--- src/rtl/bqm_pkg.sv ---
package bqm_pkg;

    typedef enum logic [1:0] {
        ST_IDLE    = 2'd0,
        ST_MEASURE = 2'd1,
        ST_FULL    = 2'd2
    } bqm_state_e;

endpackage

--- src/rtl/bqm_sat_counter.sv ---
module bqm_sat_counter #(
    parameter int W  = 12,
    parameter int IW = 1
) (
    input  logic          clk,
    input  logic          rst_n,
    input  logic          clr_i,
    input  logic          en_i,
    input  logic [IW-1:0] inc_i,
    output logic [W-1:0]  cnt_o,
    output logic [W-1:0]  nxt_o
);
    localparam int SW = W + 1;
    localparam logic [W-1:0] TOP = '1;

    logic [W-1:0]  cnt_q;
    logic [SW-1:0] sum;

    assign sum   = {1'b0, cnt_q} + SW'(inc_i);
    assign nxt_o = sum[W] ? TOP : sum[W-1:0];
    assign cnt_o = cnt_q;

    always_ff @(posedge clk or negedge rst_n) begin
        if (!rst_n) begin
            cnt_q <= '0;
        end else if (clr_i) begin
            cnt_q <= '0;
        end else if (en_i) begin
            cnt_q <= nxt_o;
        end
    end

    AST_SAT_HOLD: assert property (@(posedge clk) disable iff (!rst_n)
        (en_i && !clr_i && cnt_q == TOP) |=> (cnt_q == TOP));
    AST_NO_WRAP: assert property (@(posedge clk) disable iff (!rst_n)
        (en_i && !clr_i) |=> (cnt_q >= $past(cnt_q)));

endmodule

--- src/rtl/bqm_period_timer.sv ---
module bqm_period_timer #(
    parameter int W = 12
) (
    input  logic         clk,
    input  logic         rst_n,
    input  logic         clr_i,
    input  logic         en_i,
    input  logic [W-1:0] limit_i,
    output logic         period_end_o
);
    logic [W-1:0] tmr_q;

    assign period_end_o = en_i && (tmr_q == limit_i);

    always_ff @(posedge clk or negedge rst_n) begin
        if (!rst_n) begin
            tmr_q <= '0;
        end else if (clr_i || period_end_o) begin
            tmr_q <= '0;
        end else if (en_i) begin
            tmr_q <= tmr_q + 1'b1;
        end
    end

    AST_TIMER_RESTART: assert property (@(posedge clk) disable iff (!rst_n)
        period_end_o |=> (tmr_q == '0));
    AST_TIMER_REST: assert property (@(posedge clk) disable iff (!rst_n)
        (!en_i && !clr_i) |=> $stable(tmr_q));

endmodule

--- src/rtl/bqm_reencoder.sv ---
module bqm_reencoder #(
    parameter int         CLEN  = 7,
    parameter logic [6:0] GEN_A = 7'b1111001,
    parameter logic [6:0] GEN_B = 7'b1011011
) (
    input  logic       clk,
    input  logic       rst_n,
    input  logic       clr_i,
    input  logic       shift_i,
    input  logic       bit_i,
    input  logic       hard_i,
    input  logic       hard_q,
    input  logic       erase_i,
    input  logic       erase_q,
    output logic [1:0] nerr_o
);
    localparam int HW = CLEN - 1;

    logic [HW-1:0]   hist_q;
    logic [CLEN-1:0] win;
    logic            code_a;
    logic            code_b;
    logic            miss_a;
    logic            miss_b;

    assign win    = {bit_i, hist_q};
    assign code_a = ^(win & CLEN'(GEN_A));
    assign code_b = ^(win & CLEN'(GEN_B));
    assign miss_a = (code_a != hard_i) && !erase_i;
    assign miss_b = (code_b != hard_q) && !erase_q;
    assign nerr_o = {1'b0, miss_a} + {1'b0, miss_b};

    always_ff @(posedge clk or negedge rst_n) begin
        if (!rst_n) begin
            hist_q <= '0;
        end else if (clr_i) begin
            hist_q <= '0;
        end else if (shift_i) begin
            hist_q <= win[CLEN-1:1];
        end
    end

    AST_ERASED_PAIR: assert property (@(posedge clk) disable iff (!rst_n)
        (erase_i && erase_q) |-> (nerr_o == 2'd0));
    AST_HIST_HOLD: assert property (@(posedge clk) disable iff (!rst_n)
        (!shift_i && !clr_i) |=> $stable(hist_q));

endmodule

--- src/rtl/burst_quality_monitor.sv ---
module burst_quality_monitor
    import bqm_pkg::*;
#(
    parameter int         TW    = 12,
    parameter int         BW    = 16,
    parameter int         CLEN  = 7,
    parameter logic [6:0] GEN_A = 7'b1111001,
    parameter logic [6:0] GEN_B = 7'b1011011
) (
    input  logic          clk,
    input  logic          rst_n,
    input  logic          norm_pulse,
    input  logic          dec_bit,
    input  logic          dec_valid,
    input  logic          dec_stop,
    input  logic          hard_i,
    input  logic          hard_q,
    input  logic          erase_i,
    input  logic          erase_q,
    input  logic [TW-1:0] cfg_period,
    input  logic [TW-1:0] cfg_thresh,
    input  logic [BW-1:0] cfg_ber_window,
    output logic          blk_err,
    output logic [BW-1:0] ber_count
);
    localparam logic [BW-1:0] VMAX = '1;

    bqm_state_e state_q, state_d;

    logic          act;
    logic          stop;
    logic          win_open;
    logic          pe;
    logic [1:0]    nerr;
    logic [1:0]    err_inc;
    logic [TW-1:0] norm_cnt;
    logic [TW-1:0] norm_nxt;
    logic [BW-1:0] err_cnt;
    logic [BW-1:0] err_nxt;
    logic [BW-1:0] vcnt_q;

    // state register
    always_ff @(posedge clk or negedge rst_n) begin
        if (!rst_n) begin
            state_q <= ST_IDLE;
        end else begin
            state_q <= state_d;
        end
    end

    // next state
    always_comb begin
        state_d = state_q;
        unique case (state_q)
            ST_IDLE: begin
                if (dec_valid && !stop) begin
                    state_d = (cfg_ber_window == '0) ? ST_FULL : ST_MEASURE;
                end
            end
            ST_MEASURE: begin
                if (stop) begin
                    state_d = ST_IDLE;
                end else if (dec_valid && vcnt_q == cfg_ber_window) begin
                    state_d = ST_FULL;
                end
            end
            ST_FULL: begin
                if (stop) begin
                    state_d = ST_IDLE;
                end
            end
            default: state_d = ST_IDLE;
        endcase
    end

    // control outputs of the controller
    always_comb begin
        stop     = dec_stop && dec_valid;
        act      = (state_q != ST_IDLE) || dec_valid;
        win_open = (state_q != ST_FULL);
        err_inc  = (dec_valid && win_open) ? nerr : 2'd0;
    end

    bqm_period_timer #(.W(TW)) u_timer (
        .clk          (clk),
        .rst_n        (rst_n),
        .clr_i        (stop),
        .en_i         (act),
        .limit_i      (cfg_period),
        .period_end_o (pe)
    );

    bqm_sat_counter #(.W(TW), .IW(1)) u_norm_cnt (
        .clk   (clk),
        .rst_n (rst_n),
        .clr_i (stop || pe),
        .en_i  (act),
        .inc_i (norm_pulse),
        .cnt_o (norm_cnt),
        .nxt_o (norm_nxt)
    );

    bqm_reencoder #(.CLEN(CLEN), .GEN_A(GEN_A), .GEN_B(GEN_B)) u_reenc (
        .clk     (clk),
        .rst_n   (rst_n),
        .clr_i   (stop),
        .shift_i (dec_valid),
        .bit_i   (dec_bit),
        .hard_i  (hard_i),
        .hard_q  (hard_q),
        .erase_i (erase_i),
        .erase_q (erase_q),
        .nerr_o  (nerr)
    );

    bqm_sat_counter #(.W(BW), .IW(2)) u_err_cnt (
        .clk   (clk),
        .rst_n (rst_n),
        .clr_i (stop),
        .en_i  (act),
        .inc_i (err_inc),
        .cnt_o (err_cnt),
        .nxt_o (err_nxt)
    );

    // valid bits seen in the burst, for the bit-error window
    always_ff @(posedge clk or negedge rst_n) begin
        if (!rst_n) begin
            vcnt_q <= '0;
        end else if (stop) begin
            vcnt_q <= '0;
        end else if (dec_valid && win_open && vcnt_q != VMAX) begin
            vcnt_q <= vcnt_q + 1'b1;
        end
    end

    // published flag and error total
    always_ff @(posedge clk or negedge rst_n) begin
        if (!rst_n) begin
            blk_err   <= 1'b0;
            ber_count <= '0;
        end else if (stop) begin
            blk_err   <= 1'b0;
            ber_count <= err_nxt;
        end else if (pe) begin
            blk_err   <= blk_err || (norm_nxt >= cfg_thresh);
            ber_count <= err_nxt;
        end
    end

    AST_STOP_CLEARS_FLAG: assert property (@(posedge clk) disable iff (!rst_n)
        stop |=> !blk_err);
    AST_IDLE_AFTER_STOP: assert property (@(posedge clk) disable iff (!rst_n)
        stop |=> (state_q == ST_IDLE));
    AST_FLAG_STICKY: assert property (@(posedge clk) disable iff (!rst_n)
        (blk_err && !stop) |=> blk_err);
    AST_BER_HELD: assert property (@(posedge clk) disable iff (!rst_n)
        (!stop && !pe) |=> $stable(ber_count));
    AST_FULL_FROZEN: assert property (@(posedge clk) disable iff (!rst_n)
        (state_q == ST_FULL && !stop) |=> $stable(err_cnt));
    AST_NORM_IDLE: assert property (@(posedge clk) disable iff (!rst_n)
        (state_q == ST_IDLE) |-> (norm_cnt == '0));

endmodule

--- config.mk ---
export PLATFORM = sky130hd
export DESIGN_NAME = burst_quality_monitor
export DESIGN_NICKNAME = d
export VERILOG_FILES = /design/src/rtl/bqm_pkg.sv /design/src/rtl/bqm_sat_counter.sv /design/src/rtl/bqm_period_timer.sv /design/src/rtl/bqm_reencoder.sv /design/src/rtl/burst_quality_monitor.sv
export SDC_FILE = /design/constraint.sdc
export NUM_CORES = 1
export LEC_CHECK = 0
export ABC_CLOCK_PERIOD_IN_PS = 6910
export BUFFER_PORTS_ARGS = -buffer_cell sky130_fd_sc_hd__buf_2
export CAP_MARGIN = 20
export CORE_ASPECT_RATIO = 2
export CORE_MARGIN = 10
export CORE_UTILIZATION = 55
export CTS_CLUSTER_DIAMETER = 50
export DETAILED_ROUTE_END_ITERATION = 6
export PLACE_DENSITY_LB_ADDON = 0.2
export REMOVE_ABC_BUFFERS = 1
export SETUP_SLACK_MARGIN = 0.3
export SYNTH_ARGS = -nofsm -noshare
export SYNTH_HDL_FRONTEND = slang
export SYNTH_SLANG_ARGS = --single-unit
--- constraint.sdc ---
create_clock -name clk -period 6.91 [get_ports clk]
set_input_delay 1.382 -clock clk [delete_from_list [all_inputs] [get_ports clk]]
set_output_delay 1.382 -clock clk [all_outputs]
set_load 0.02 [all_outputs]
==> results of run 1 <==
==> cells by family (layout without fill, tap and decap cells) <==
group / Yosys count / count (layout) / synth area share, %
adder cells (fa/ha/maj): 20 / 20 / 5.048
AND/OR/NAND/NOR: 218 / 218 / 21.86
multiplexers: 21 / 21 / 4.533
AO/OA/AOI/OAI: 111 / 111 / 13.85
flip-flops: 81 / 81 / 39.70
XOR/XNOR: 62 / 62 / 10.63
buffers and inverters: 53 / 119 / 4.386
==> power groups by stage <==
stage	combinational, W	sequential, W	clock (W)
CTS	0.000321	0.000577	0.000570
global route	0.000360	0.000585	0.000588
finish	0.000319	0.000579	0.000563
detailed placement	0.000314	0.000585	0
floorplan	0.000198	0.000579	0
global placement	0.000302	0.000583	0
==> cell usage after synthesis, drive strengths merged, types with 2 or more instances <==
master | n | area (um^2)
a21oi | 31 | 155.2
a221oi | 2 | 17.52
nand2b | 5 | 31.28
and2 | 7 | 43.79
o22a | 2 | 17.52
nor3 | 7 | 40.04
buf | 9 | 58.80
o22ai | 6 | 37.54
nor2 | 53 | 198.9
a32o | 2 | 20.02
a41oi | 2 | 17.52
mux2 | 17 | 191.4
a22o | 3 | 26.28
a31oi | 8 | 50.05
nor2b | 2 | 12.51
nand2 | 53 | 198.9
or4 | 3 | 22.52
a211oi | 9 | 67.56
nand3 | 28 | 140.1
xnor2 | 40 | 350.3
ha | 19 | 237.7
or3 | 5 | 36.28
nand4 | 16 | 100.1
dfrtp | 81 | 2027
clkbuf | 13 | 48.80
mux2i | 4 | 40.04
nor4 | 13 | 96.34
a211o | 3 | 26.28
a31o | 2 | 17.52
and3 | 11 | 70.07
and4 | 9 | 78.83
inv | 31 | 116.4
a21o | 3 | 22.52
xor2 | 22 | 192.7
or2 | 3 | 18.77
o21ai | 26 | 133.9
o31ai | 5 | 37.54
==> state kept, by name, summed over array words and instances, names as in the netlist <==
register          count
ber_count            16
blk_err               1
state_q               2
u_err_cnt.cnt_o      16
u_norm_cnt.cnt_o     12
u_reenc.hist_q        6
u_timer.tmr_q        12
vcnt_q               16
==> worst max-delay path, cell delays in order <==
cell and delay (ns):
buf_2 0.11, xor2_1 0.16, xnor2_1 0.27, xnor2_1 0.16, nor2_1 0.06, ha_1 0.30
and3_1 0.15, ha_1 0.22, inv_1 0.07, fa_1 0.42, and4b_1 0.35, nand4_1 0.58
a21oi_1 0.32, nor2_1 0.06, a311oi_1 0.28
==> routing by layer <==
layer  wire length (um)  track usage, %  up-vias
met5                  0               0        -
met4                578           10.74        0
met3                569           4.212       46
met2               7597           37.50      129
met1               4606           19.48     2168
li1                   -               -     2150
==> worst paths after layout <==
kind	slack [ns]	endpoint	depth (start not counted)
max in group asynchronous	5.41	vcnt_q[7]$_DFFE_PN0P_	2
max reg2reg	3.00	u_err_cnt.cnt_o[9]$_DFFE_PN0P_	14
max	2.25	u_err_cnt.cnt_o[9]$_DFFE_PN0P_	15
min	0.50	ber_count[2]$_DFFE_PN0N_	1
min reg2reg	0.50	ber_count[2]$_DFFE_PN0N_	1
min in group asynchronous	0.90	u_norm_cnt.cnt_o[7]$_DFFE_PN0P_	1
==> through the flow <==
| step | utilization (%) | std cells | cell area, um^2 |
|---|---|---|---|
| floorplan | - | 544 | 4999 |
| global placement | 61.04 | 717 | 5502 |
| detailed placement | 61.04 | 717 | 5502 |
| CTS | 64.97 | 733 | 5856 |
| global route | 65.28 | 734 | 5883 |
| finish | 65.28 | 734 | 5883 |
==> area by class of cell <==
class,instances,area share [%]
clock buffer,10,4.062
tap,102,2.169
clock inverter,6,1.957
timing repair buffer,72,6.763
sequential,81,34.45
multi-input combinational,432,48.62
inverter,31,1.978
==> metrics.yaml, run 1 <==
status: "finished clean"
fin_ws_ns: 2.251
r2r-start: "u_reenc.hist_q[4]$_DFFE_PN0P_"
netlist_area_um2: 5106
fin_crit_sh_pct: 67.42
antenna_found_initial: 0
drtPass1Iterations: 4
grt-ovfl-total: 0
hp-start: "ber_count[2]$_DFFE_PN0N_"
cts_resized: 0
drive_gt1_share_pct: 18.35
clock_sinks: 81
synth_cells: 566
p_sw_w: 0.0004461
maxCapViolations: 0
core_area_um2: 9012
via_per_inst: 6.121
hold_violations: 0
final_antenna_net_count: 0
hold_path.class: "register to register"
finalMaxSlewViolations: 0
cp.arrival_ns: 4.89
initial_core_util_pct: 56.66
regArea_um2: 2027
drcViolationCount: 0
mostFrequentLayoutCells: "dfrtp_1, buf_2, nand2_1, nor2_1, xnor2_1"
synth-main-ff-cell: "dfrtp_1"
io_pins: 67
synth.distinct_cells: 56
io_buffers: 66
final_common_cell: "dfrtp_1"
cp-start-kind: "input pin"
n_fill_cell: 787
timing.hold.ws_ns: 0.5012
multiInputGateArea_um2: 2860
fmax_ghz: 0.2146
std_cell_rows: 49
ys_warn_count: 0
tns_ns: 0
grtUsageTotal_pct: 20.09
cts_setup_buffers: 0
place_hpwl_um: 9969
crit_type: "input pin to register"
grt_pass1_wl_um: 22000
via_count: 4493
async_flop_share_pct: 100.0
die_area_um2: 13770
grt_pass1_vias: 4661
startpoint: "dec_bit"
finalWorstPathRequiredPeriod_ns: 4.659
cts_tree: "built"
worstSetupEndpointType: "register"
clock_skew_ns: 0.004880
final_nets: 697
root_buffer: "clkbuf_16"
ys_ff_latch: 81
hold_buffers: 0
power_frac_seq_pct: 39.6
numCtsBuffers: 9
clk_pin_slew_ns: 0.06
crit_fanout: 17
wl_um: 13350
rsz0062_at_grt: "false"
power_density_nw_per_um2: 248.3
pre_cts_ws_ns: 1.896
areaGrowthSynthToFinish_pct: 15.22
clk_latency_ns: 0.34
avgSynthCellArea_um2: 9.021
finalPower_w: 0.001461
yosysSeqAreaShare_pct: 39.70
h-tree-depth: 3
tightest_slew_ns: 0.9475
grt_max_degree: 82
finalSetupViolCount: 0
clockBufferDepth: 2
fp.dieH_um: 156.3
combinationalPowerShare_pct: 21.8
slew-limit-headroom_pct: 36.82
drt_first_iter_violations: 231
place_congestion: 0.8845
vdd_drop_max_v: 0.0001965
intPower_w: 0.001015
clkPwrFrac_pct: 38.6
antennaDiodeCount: 0
wire_per_inst_um: 18.19
synth_edf_count: 0
netSwitchingFraction_pct: 30.54
die_w_um: 88.13
static-leakage-power_nw: 2.732
cp.required_ns: 7.14
(Power assumes the default switching activity.)
==> run 2: changes to the inputs <==
- ABC_CLOCK_PERIOD_IN_PS: 6910 -> 4750
- clock period: 6.91 -> 4.75 ns (I/O delays scaled with it)
==> metrics.yaml, run 2 (synthesis results as in run 1) <==
std_cell_rows: 49  # unchanged
drcViolationCount: 0  # unchanged
finalSetupViolCount: 0  # unchanged
fin_crit_sh_pct: 85.85
via_per_inst: 6.088  # -0.54%
static-leakage-power_nw: 2.718  # -0.51%
cp_slowest_cell: "nor4_1"
drtPass1Iterations: 5  # +1
mostFrequentLayoutCells: "dfrtp_1, buf_2, nand2_1, nor2_1, xnor2_1"
intPower_w: 0.001420  # +40%
cts_tree: "built"
status: "finished clean"
place_congestion: 0.9119  # +3.1%
grt_pass1_wl_um: 21340  # -3.0%
finalWorstPathRequiredPeriod_ns: 4.078
io_buffers: 66  # unchanged
drt_first_iter_violations: 217  # -6.1%
crit_chain: "buf_2 -> xor2_1 -> xnor2_1 -> xnor2_1 -> nor2_1 -> ha_1 -> and3_1 -> ha_1 -> inv_1 -> fa_1 -> nand4b_1 -> nor4_1 -> nor2_1 -> o21ai_0 -> o21a_1"
power_frac_seq_pct: 40.8  # +1.2 points
die_w_um: 88.13  # unchanged
hold_path.class: "input pin to asynchronous set/reset pin"
io_pins: 67  # unchanged
clockBufferDepth: 2  # unchanged
fin_area_um2: 5867  # -0.28%
crit_fanout: 5  # -12
tightest_slew_ns: 0.7489  # -0.1986 ns
clk_latency_ns: 0.34  # about the same
clock_sinks: 81  # unchanged
power_density_nw_per_um2: 350.2  # +41%
combinationalPowerShare_pct: 22.4  # +0.6 points
grt_max_degree: 82  # unchanged
hold_violations: 0  # unchanged
place_hpwl_um: 9789  # -1.8%
grtUsageTotal_pct: 19.13  # -0.96 points
maxCapViolations: 0  # unchanged
drive_gt1_share_pct: 18.48  # +0.13 points
cts_setup_buffers: 0  # unchanged
cts_resized: 0  # unchanged
die_area_um2: 13770  # unchanged
worst-path-buf-inv: 2  # unchanged
final_nets: 698  # +0.14%
netSwitchingFraction_pct: 30.90  # +0.36 points
hold_buffers: 0  # unchanged
crit_type: "input pin to register"
cp.required_ns: 5.03  # -2.11 ns
final_antenna_net_count: 0  # unchanged
worstSetupEndpointType: "register"
clock_skew_ns: 0.005586  # +0.0007062 ns
crit_family: "simple AND/OR/NAND/NOR gates"
clkPwrFrac_pct: 36.8  # -1.8 points
initial_core_util_pct: 56.66  # unchanged
clk_pin_slew_ns: 0.06  # about the same
core_area_um2: 9012  # unchanged
instances_no_fill: 735  # +0.14%
wl_um: 12950  # -3.0%
wire_per_inst_um: 17.62  # -3.1%
cp-start-kind: "input pin"
fmax_ghz: 0.2452
slew-limit-headroom_pct: 49.61  # +13 points
grt-ovfl-total: 0  # unchanged
cp.arrival_ns: 4.36  # -0.53 ns
post_dp_cell_area_um2: 5509  # +0.14%
antennaDiodeCount: 0  # unchanged
p_sw_w: 0.0006348  # +42%
pre_cts_ws_ns: 0.3024  # -1.594 ns
h-tree-depth: 3  # unchanged
finalMaxSlewViolations: 0  # unchanged
fin_ws_ns: 0.6721  # -1.579 ns
placed_cells_incl_taps: 718  # +0.14%
fp.dieH_um: 156.3  # unchanged
vdd_drop_max_v: 0.0002854  # +45%
critical_path.max_stage_delay_ns: 0.73  # +0.15 ns
final_common_cell: "dfrtp_1"
numCtsBuffers: 9  # unchanged
grt_pass1_vias: 4704  # +0.92%
rsz0062_at_grt: "false"
antenna_found_initial: 0  # unchanged
root_buffer: "clkbuf_16"
via_count: 4475  # -0.40%
areaGrowthSynthToFinish_pct: 14.90
tns_ns: 0  # unchanged
fin_util_pct: 65.10  # -0.18 points
## run 2: changes by cell type in the layout (fill, tap and decap cells not counted)
cell	delta
clkinv_4	-1
buf_4	+1
clkinvlp_4	+2
bufinv_16	-1
## run 2: worst paths after layout
check / start / endpoint / slack (ns) / depth (start not counted)
worst max register to register: u_reenc.hist_q[4]$_DFFE_PN0P_ / u_err_cnt.cnt_o[7]$_DFFE_PN0P_ / 1.00 / 14
worst max-delay path: dec_bit / u_err_cnt.cnt_o[7]$_DFFE_PN0P_ / 0.67 / 15
max in group asynchronous: rst_n / u_norm_cnt.cnt_o[6]$_DFFE_PN0P_ / 3.71 / 2
worst min-delay path: rst_n / u_norm_cnt.cnt_o[4]$_DFFE_PN0P_ / 0.44 / 1
worst min register to register: blk_err$_DFFE_PN0N_ / blk_err$_DFFE_PN0N_ / 0.49 / 2
min in group clk: blk_err$_DFFE_PN0N_ / blk_err$_DFFE_PN0N_ / 0.49 / 2
## run 2: worst register-to-register path: cells and delay by family (launching register included)
kind / cells / cell delay (ns)
flops: 1 / 0.40
buf+inv: 1 / 0.07
fa+ha+maj: 3 / 0.90
xor+xnor: 3 / 0.61
simple gates: 5 / 1.39
compound gates: 2 / 0.34
## run 2: layout make-up
type                       instances  area (um^2)
clock buffer                      10        239.0
inverter                          31        116.4
sequential                        81         2027
clock inverter                     6        91.34
timing repair buffer              73        405.4
multi-input combinational        432         2860
tap                              102        127.6
fill                             784         3146
## run 2: routing by layer
| metal | part of all wire, % | track usage [%] | wire length, um | vias to the layer above |
|---|---|---|---|---|
| met5 | 0 | 0 | 0 | - |
| met4 | 3.2 | 8.866 | 419 | 0 |
| met3 | 4.4 | 3.952 | 567 | 38 |
| met2 | 58 | 36.84 | 7453 | 121 |
| met1 | 35 | 18.11 | 4512 | 2168 |
| li1 | - | - | - | 2148 |
## run 2: metrics by stage
| step | total power [W] | hold WS (ns) |
|---|---|---|
| 3_3_place_gp | 0.001293 | 0.4726 |
| 3_5_place_dp | 0.001313 | 0.4740 |
| 2_1_floorplan | 0.001129 | 0.4526 |
| 6_report | 0.002055 | 0.4375 |
| 5_1_grt | 0.002163 | 0.4422 |
| 4_1_cts | 0.002071 | 0.4876 |
## run 2: power groups by stage
stage,Clock [W],Combinational (W),Sequential [W]
final,0.000755,0.000461,0.000839
after global routing,0.000790,0.000523,0.000850
after CTS,0.000767,0.000466,0.000838
after detailed placement,0,0.000463,0.000850
after global placement,0,0.000447,0.000846
after floorplan,0,0.000288,0.000842
==> run 3: changes to the inputs <==
- GPL_TIMING_DRIVEN: unset -> 0
- PLACE_DENSITY: unset -> 0.77
- PLACE_DENSITY_LB_ADDON: 0.2 -> unset
==> metrics.yaml, run 3 (synthesis results as in run 1) <==
maxCapViolations: 0  # unchanged
place_hpwl_um: 9772  # -0.17%
fin_crit_sh_pct: 88.26  # +2.4 points
pre_cts_ws_ns: 0.04316  # -0.2593 ns
std_cell_rows: 49  # unchanged
drtPass1Iterations: 4  # -1
grtUsageTotal_pct: 18.67  # -0.46 points
cp.required_ns: 4.98  # -0.05 ns
io_buffers: 66  # unchanged
fmax_ghz: 0.2385  # -2.7%
combinationalPowerShare_pct: 23.0  # +0.6 points
numCtsBuffers: 9  # unchanged
wire_per_inst_um: 17.65  # +0.17%
crit_type: "input pin to register"
antennaDiodeCount: 0  # unchanged
drive_gt1_share_pct: 18.48  # unchanged
via_count: 4497  # +0.49%
worstSetupEndpointType: "register"
wl_um: 12970  # +0.17%
drcViolationCount: 0  # unchanged
grt-ovfl-total: 0  # unchanged
power_frac_seq_pct: 41.3  # +0.5 points
hold_path.class: "register to register"
cts_tree: "built"
finalMaxSlewViolations: 0  # unchanged
p_sw_w: 0.0006416  # +1.1%
via_per_inst: 6.118  # +0.49%
fp.dieH_um: 156.3  # unchanged
fin_ws_ns: 0.5577  # -0.1145 ns
clkPwrFrac_pct: 35.6  # -1.2 points
finalPower_w: 0.002031  # -1.2%
die_w_um: 88.13  # unchanged
clock_sinks: 81  # unchanged
regArea_um2: 2027  # unchanged
root_buffer: "clkbuf_16"
static-leakage-power_nw: 2.725  # +0.25%
final_antenna_net_count: 0  # unchanged
n_fill_cell: 762  # -2.8%
cts_setup_buffers: 0  # unchanged
initial_core_util_pct: 56.66  # unchanged
finalSetupViolCount: 0  # unchanged
grt_max_degree: 57  # -30%
multiInputGateArea_um2: 2868  # +0.26%
netSwitchingFraction_pct: 31.59  # +0.69 points
hold_violations: 0  # unchanged
vdd_drop_max_v: 0.0002026  # -29%
clock_skew_ns: 0.007445  # +0.001858 ns
rsz0062_at_grt: "false"
clk_latency_ns: 0.34  # about the same
antenna_found_initial: 0  # unchanged
clk_pin_slew_ns: 0.06  # about the same
final_nets: 698  # unchanged
crit_fanout: 5  # unchanged
core_area_um2: 9012  # unchanged
cp-start-kind: "input pin"
place_congestion: 0.9095  # -0.26%
power_density_nw_per_um2: 345.4  # -1.4%
mostFrequentLayoutCells: "dfrtp_1, buf_2, nand2_1, nor2_1, xnor2_1"
cp.arrival_ns: 4.42  # +0.06 ns
status: "finished clean"
io_pins: 67  # unchanged
h-tree-depth: 3  # unchanged
areaGrowthSynthToFinish_pct: 15.17
tightest_slew_ns: 0.9830  # +0.2341 ns
final_common_cell: "dfrtp_1"
instances_no_fill: 735  # unchanged
slew-limit-headroom_pct: 34.47  # -15 points
die_area_um2: 13770  # unchanged
reg2reg_slack_ns: 0.88  # -0.12 ns
clockBufferDepth: 2  # unchanged
placed_cells_incl_taps: 716  # -0.28%
grt_pass1_vias: 4583  # -2.6%
hold_buffers: 0  # unchanged
finalWorstPathRequiredPeriod_ns: 4.192  # +0.1145 ns
drt_first_iter_violations: 223  # +2.8%
grt_pass1_wl_um: 20780  # -2.7%
intPower_w: 0.001389  # -2.1%
cts_resized: 0  # unchanged
-- run 3: changes by cell type in the layout (fill, tap and decap cells not counted), sizes merged --
cell / previous run / this run
clkbuf: 10 / 11
clkinv: 1 / 3
bufinv: 2 / 1
clkinvlp: 3 / 1
-- run 3: layout make-up --
type	count	area share [%]
Clock inverter	5	1.085
Timing Repair Buffer	73	7.234
Tap cell	102	2.170
Inverter	31	1.979
Clock buffer	11	4.298
Sequential cell	81	34.47
Multi-Input combinational cell	432	48.77
-- run 3: layer usage --
| layer | track usage, % | vias to the layer above | part of all wire (%) |
|---|---|---|---|
| li1 | - | 2147 | - |
| met4 | 12.02 | 0 | 4.6 |
| met2 | 33.91 | 144 | 55 |
| met5 | 0 | - | 0 |
| met3 | 3.328 | 47 | 4.4 |
| met1 | 18.44 | 2159 | 36 |
-- run 3: final timing paths --
check | from | to | cells after the start
min in group asynchronous | rst_n | u_norm_cnt.cnt_o[5]$_DFFE_PN0P_ | 1
setup reg to reg | u_reenc.hist_q[4]$_DFFE_PN0P_ | u_err_cnt.cnt_o[9]$_DFFE_PN0P_ | 13
max in group asynchronous | rst_n | vcnt_q[11]$_DFFE_PN0P_ | 2
hold / removal | u_norm_cnt.cnt_o[0]$_DFFE_PN0P_ | u_norm_cnt.cnt_o[0]$_DFFE_PN0P_ | 2
setup / recovery | dec_bit | u_err_cnt.cnt_o[9]$_DFFE_PN0P_ | 14
hold reg to reg | u_norm_cnt.cnt_o[0]$_DFFE_PN0P_ | u_norm_cnt.cnt_o[0]$_DFFE_PN0P_ | 2
-- run 3: worst max-delay path: stages --
cell	delay (ns)
buf_2	0.11
xor2_1	0.16
xnor2_1	0.28
xnor2_1	0.16
nor2_1	0.06
ha_1	0.29
and3_1	0.16
ha_1	0.24
inv_1	0.08
fa_1	0.44
nand4b_1	0.36
nor4_1	0.68
nor2_1	0.16
a311oi_1	0.30
-- run 3: metrics by stage --
| step | hold WS (ns) | instance area [um^2] | TNS [ns] | utilization (%) |
|---|---|---|---|---|
| after floorplan | 0.4526 | 4999 | 0 | - |
| after global placement | 0.4728 | 5456 | -2.323 | 60.54 |
| after detailed placement | 0.4751 | 5542 | 0 | 61.49 |
| after CTS | 0.4889 | 5858 | 0 | 65.00 |
| after global routing | 0.5167 | 5881 | 0 | 65.25 |
| final | 0.4841 | 5881 | 0 | 65.25 |
-- run 3: power by group through the flow --
stage | registers (W) | clock network, W | logic (W)
2_1_floorplan | 0.000842 | 0 | 0.000288
3_3_place_gp | 0.000842 | 0 | 0.000424
3_5_place_dp | 0.000850 | 0 | 0.000469
4_1_cts | 0.000838 | 0.000731 | 0.000472
5_1_grt | 0.000848 | 0.000760 | 0.000523
6_report | 0.000839 | 0.000724 | 0.000468
